<file path="config.mk">
export PLATFORM = sky130hd
export DESIGN_NAME = wp_range_decode
export DESIGN_NICKNAME = d
export VERILOG_FILES = /design/src/rtl/wp_range_decode.sv
export SDC_FILE = /design/constraint.sdc
export NUM_CORES = 1
export LEC_CHECK = 0
export BUFFER_PORTS_ARGS = -buffer_cell sky130_fd_sc_hd__buf_2
export CORE_MARGIN = 4
export CORE_UTILIZATION = 57
export DETAILED_ROUTE_END_ITERATION = 6
export GPL_TIMING_DRIVEN = 0
export PLACE_DENSITY = 0.89
export SYNTH_ARGS = -nofsm -noshare
export SYNTH_HDL_FRONTEND = slang
export SYNTH_SLANG_ARGS = --single-unit
</file>
<file path="constraint.sdc">
create_clock -name vclk -period 6.7
set_input_delay 0.335 -clock vclk [all_inputs]
set_output_delay 0.335 -clock vclk [all_outputs]
set_load 0.005 [all_outputs]
</file>
<file path="src/rtl/wp_range_decode.sv">
// Module: turns the range-scheme fields into an inclusive span of protected
// sector indices plus a non-empty flag. Pure combinational.
// Assumes: code 0 means empty; coarse all-ones code covers the whole array;
// fine sizes are capped at 2^FINE_CAP_LOG sectors.
module wp_range_decode #(
    parameter int BP_W         = 3,
    parameter int SIDX_W       = 12,
    parameter int SIB_W        = 4,
    parameter int FINE_CAP_LOG = 3
) (
    input  logic [BP_W-1:0]   cfg_bp,
    input  logic              cfg_from_bottom,
    input  logic              cfg_fine,
    output logic              prot_any,
    output logic [SIDX_W-1:0] prot_lo,
    output logic [SIDX_W-1:0] prot_hi
);
    localparam logic [SIDX_W:0] NSEC = (SIDX_W+1)'(1) << SIDX_W;

    logic [SIDX_W:0] size;
    logic [SIDX_W:0] lo_w;
    logic [SIDX_W:0] hi_w;
    int              shamt;

    // Size of the protected region, counted in sectors
    always_comb begin
        size  = '0;
        shamt = 0;
        if (cfg_bp != '0) begin
            if (!cfg_fine) begin
                shamt = int'(cfg_bp) - 1 + SIB_W;
                if (cfg_bp == '1 || shamt >= SIDX_W) size = NSEC;
                else                                 size = (SIDX_W+1)'(1) << shamt;
            end else begin
                shamt = int'(cfg_bp) - 1;
                if (shamt > FINE_CAP_LOG) shamt = FINE_CAP_LOG;
                size = (SIDX_W+1)'(1) << shamt;
            end
        end
    end

    // Anchor the span at the bottom or top of the array
    always_comb begin
        if (cfg_from_bottom) begin
            lo_w = '0;
            hi_w = size - (SIDX_W+1)'(1);
        end else begin
            lo_w = NSEC - size;
            hi_w = NSEC - (SIDX_W+1)'(1);
        end
    end

    assign prot_any = (size != '0);
    assign prot_lo  = lo_w[SIDX_W-1:0];
    assign prot_hi  = hi_w[SIDX_W-1:0];

endmodule

</file>
After elaboration in Yosys (flattened, before gate mapping)
Index checks and enable logic that the tools add are counted.

storage, ports and cells
  word-level logic and storage cells = 20
  output and inout port bits = 25
  flip-flop bits (word level) = 0

operators by class
  magnitude comparators = 2
  shift operators = 2
  equal/unequal tests = 1
  reductions and logical operators = 3
  $add $sub $neg = 4
  mux-type cells = 8

operators by type and width
  operator                                                                              number
  32-bit two-way mux                                                                    3
  1-bit by 32-bit left shift with 13-bit output, first input constant                   2
  13-bit two-way mux                                                                    3
  32-bit by 5-bit greater-or-equal comparator with 1-bit output, second input constant  1
  12-bit two-way mux                                                                    2
  13-bit nonzero test                                                                   1
  1-bit by 12-bit subtractor with 12-bit output, first input constant                   1
  12-bit by 1-bit subtractor with 12-bit output, second input constant                  1
  4-bit by 4-bit adder with 5-bit output, second input constant                         1
  4-bit by 3-bit > comparator with 1-bit output, second input constant                  1
  3-bit by 1-bit subtractor with 4-bit output, second input constant                    1
  3-bit == test, second input constant                                                  1
  3-bit nonzero test                                                                    1
  1-bit logical OR                                                                      1

Longest topological paths before layout
  depth after elaboration = 10
  depth in mapped cells = 16

Worst setup path after synthesis
Ideal clock, no wire load.

  kind = in2out
  start = in cfg_bp[0]
  end = out prot_hi[10]
  stages = 16
  arrival time = 2.990 ns
  path slack = 3.375 ns
  buffers on the path = 2
  cell sequence = inv_1 ha_1 buf_2 xor2_1 inv_1 ha_1 or3_4 o21bai_1 o22a_2 ha_1 inv_1 a221oi_1 and4_1 buf_6 a211o_1 nand4_1

between the ends
  cells in the longest elaborated chain, start to end = 10
  elaborated cells on any way between the ends = 17

RTL lines
  what                                                                                                                   line  source
  from (decl)                                                                                                            11    input logic [BP_W-1:0] cfg_bp,
  parallel branches: the longest is 7 deep, another holds 32-bit by 5-bit greater-or-equal comparator with 1-bit output  n/a
  13-bit two-way mux (*)                                                                                                 29    if (cfg_bp != '0) begin
  12-bit by 1-bit subtractor with 12-bit output (*)                                                                      46    hi_w = size - (SIDX_W+1)'(1);
  12-bit two-way mux (*)                                                                                                 44    if (cfg_from_bottom) begin
  to (decl)                                                                                                              16    output logic [SIDX_W-1:0] prot_hi

Mark *: on every way between the ends. The select of a mux whose other input is x is not followed.

Worst setup path in the final report
Same ends and word-level chain as after synthesis.

==> flow_metrics.py <==
metrics = {
    "run_status": {
        "status": "finished, final reports clean",
    },
    "placed_design": {
        "dp_cells": 160,
        "routabilityCongestion": 0.903,
        "place_area_um2": 962,
        "hpwlAfterDp_mm": 1.67,
        "portBuffers": 30,
    },
    "floorplanning": {
        "pin_count": 30,
        "rows": 13,
        "die_width_um": 45.3,
        "start_util_pct": 61.0,
        "die_h_um": 45.3,
        "core_um2": 1300,
        "dieArea_um2": 2050,
    },
    "setup_path": {
        "start_kind": "primary input",
        "path_class": "primary input to primary output",
        "crit_arrival_ps": 3540,
        "cp_max_fo": 9,
        "required_ps": 6360,
        "end_kind": "primary output",
    },
    "detailed_routing": {
        "viasPerCell": 5.94,
        "drt_iter0_drc": 35,
        "drc": 0,
        "drt-total-wl_mm": 1.98,
        "final_antenna_net_count": 0,
        "wire_per_inst_um": 12.4,
        "dr_total_vias": 951,
        "drt_pass1_iterations": 4,
    },
    "power": {
        "power.density_nw_per_um2": 108,
        "power_mw": 0.104,
        "ir_drop_mv": 0.0564,
        "leakagePower_nw": 0.458,
    },
    "global_route": {
        "grt_pass1_wl_mm": 3.36,
        "antenna_found_initial": 0,
        "grt_overflow": 0,
        "grt_use_total_pct": 20.5,
        "grt_max_degree": 11,
        "grt_pass1_vias": 823,
    },
    "synthesis": {
        "yosys_warnings": 0,
        "yosys.area_share.adder_pct": 11.0,
        "synthXorXnorAreaFrac_pct": 3.31,
        "syn_area_um2": 793,
        "ys_types": 47,
        "synth_top_family_by_area": "simple AND/OR/NAND/NOR gates",
        "synth-simple-area-share_pct": 43.8,
        "synth_compound_area_share_pct": 29.5,
        "synthMuxAreaShare_pct": 0,
        "seq_area_frac_synth_pct": 0,
        "syn-num-nets": 127,
        "syn_area_per_cell_um2": 6.90,
        "synth_cells": 115,
    },
    "timing": {
        "period_needed_ps": 3870,
        "worstMarginPinSlew_ps": 526,
        "slew_viol_final": 0,
        "finalHoldViolCount": 0,
        "fin_crit_sh_pct": 57.8,
        "finalSetupTns_ps": 0,
        "rsz0062_at_grt": "no",
        "setup_viol": 0,
        "clock.fmax_mhz": 258,
        "slew_headroom_pct": 65.0,
    },
    "cells_and_area": {
        "fin_cells": 160,
        "area_delta_synth_final_pct": 21.3,
        "nFlopsAndLatches": 0,
        "seq_area_um2": 0,
        "nClkBuffers": 0,
        "nets": 159,
        "layout_common_cells": "buf_2 (31), nor2_1 (11), nand2_1 (8), nand3_1 (8)",
        "final_common_cell": "buf_2",
        "stdcell_area_um2": 962,
        "fillers": 113,
        "num_antenna_cells": 0,
        "drive_gt1_share_pct": 37.9,
    },
    "clock_tree": {
        "cts_setup_buffers": 0,
        "cts_hold_buf": 0,
        "ctsResizeCount": 0,
    },
    "worst_hold_path": {
        "hold_path.class": "primary input to primary output",
        "hold-path-cell-count": 3,
    },
    "flow_run": {
        "max_cap_violations": 0,
    },
}
==> per-layer routing <==
metal | vias up | part of all wire [%] | GRT usage, %
li1 | 479 | - | -
met1 | 447 | 45 | 27.5
met2 | 23 | 49 | 36.2
met3 | 2 | 4.7 | 1.20
met4 | 0 | 0.60 | 2.92
met5 | - | 0 | 0
==> layout make-up <==
type                            instances  area (um2)  share of cell area, %
Multi-Input combinational cell        100         696                   72.3
Timing Repair Buffer                   30         150                   15.6
Buffer                                  7        67.6                   7.02
Inverter                                8        30.0                   3.12
Tap cell                               15        18.8                   1.95
==> report_power, final <==
group	total, mW	switching, mW	internal [mW]
Sequential	0	0	0
Clock	0	0	0
Combinational	0.104	0.0521	0.0519
Total	0.104	0.0521	0.0519
==> cell usage after synthesis (3+ instances only) <==
cell type | n | share of area, %
nand2_1 | 8 | 3.8
ha_1 | 7 | 11
buf_6 | 4 | 5.7
a21o_2 | 3 | 3.3
a21oi_1 | 4 | 2.5
inv_1 | 7 | 3.3
nor2_1 | 11 | 5.2
a22oi_1 | 3 | 2.8
a21oi_2 | 4 | 4.4
nor3_1 | 3 | 1.9
nand2b_1 | 5 | 3.9
nand3_1 | 8 | 5.0
==> kinds of logic after synthesis <==
family | Yosys count
and+or+nand+nor | 60
AOI/OAI and AO/OA | 30
buffers and inverters | 15
adders and majority gates | 7
xor gates and xnor gates | 3
==> metrics by stage <==
stage	hold WS (ps)	setup WS, ps	utilization [%]
floorplan	718	3370	-
global placement	971	2930	73.9
detailed placement	973	2840	73.9
CTS	974	2840	73.9
global route	993	2500	73.9
finish	972	2830	73.9
==> critical path, stage by stage <==
cell      delay (ps)
buf_2            170
inv_1             90
ha_1             190
buf_2            170
xor2_1           250
inv_1             80
ha_1             190
or3_4            420
a211oi_2         230
a22oi_1          190
ha_1             290
inv_1             60
a221oi_1          40
and4_1           230
buf_6            130
a211o_1          280
nand4_1           90
buf_2            120
==> path summary, 6_finish.rpt <==
check / start / endpoint / slack [ps]
worst max-delay path: cfg_bp[0] / prot_hi[10] / 2830
worst min-delay path: cfg_from_bottom / prot_hi[5] / 970
(Power assumes the default switching activity.)
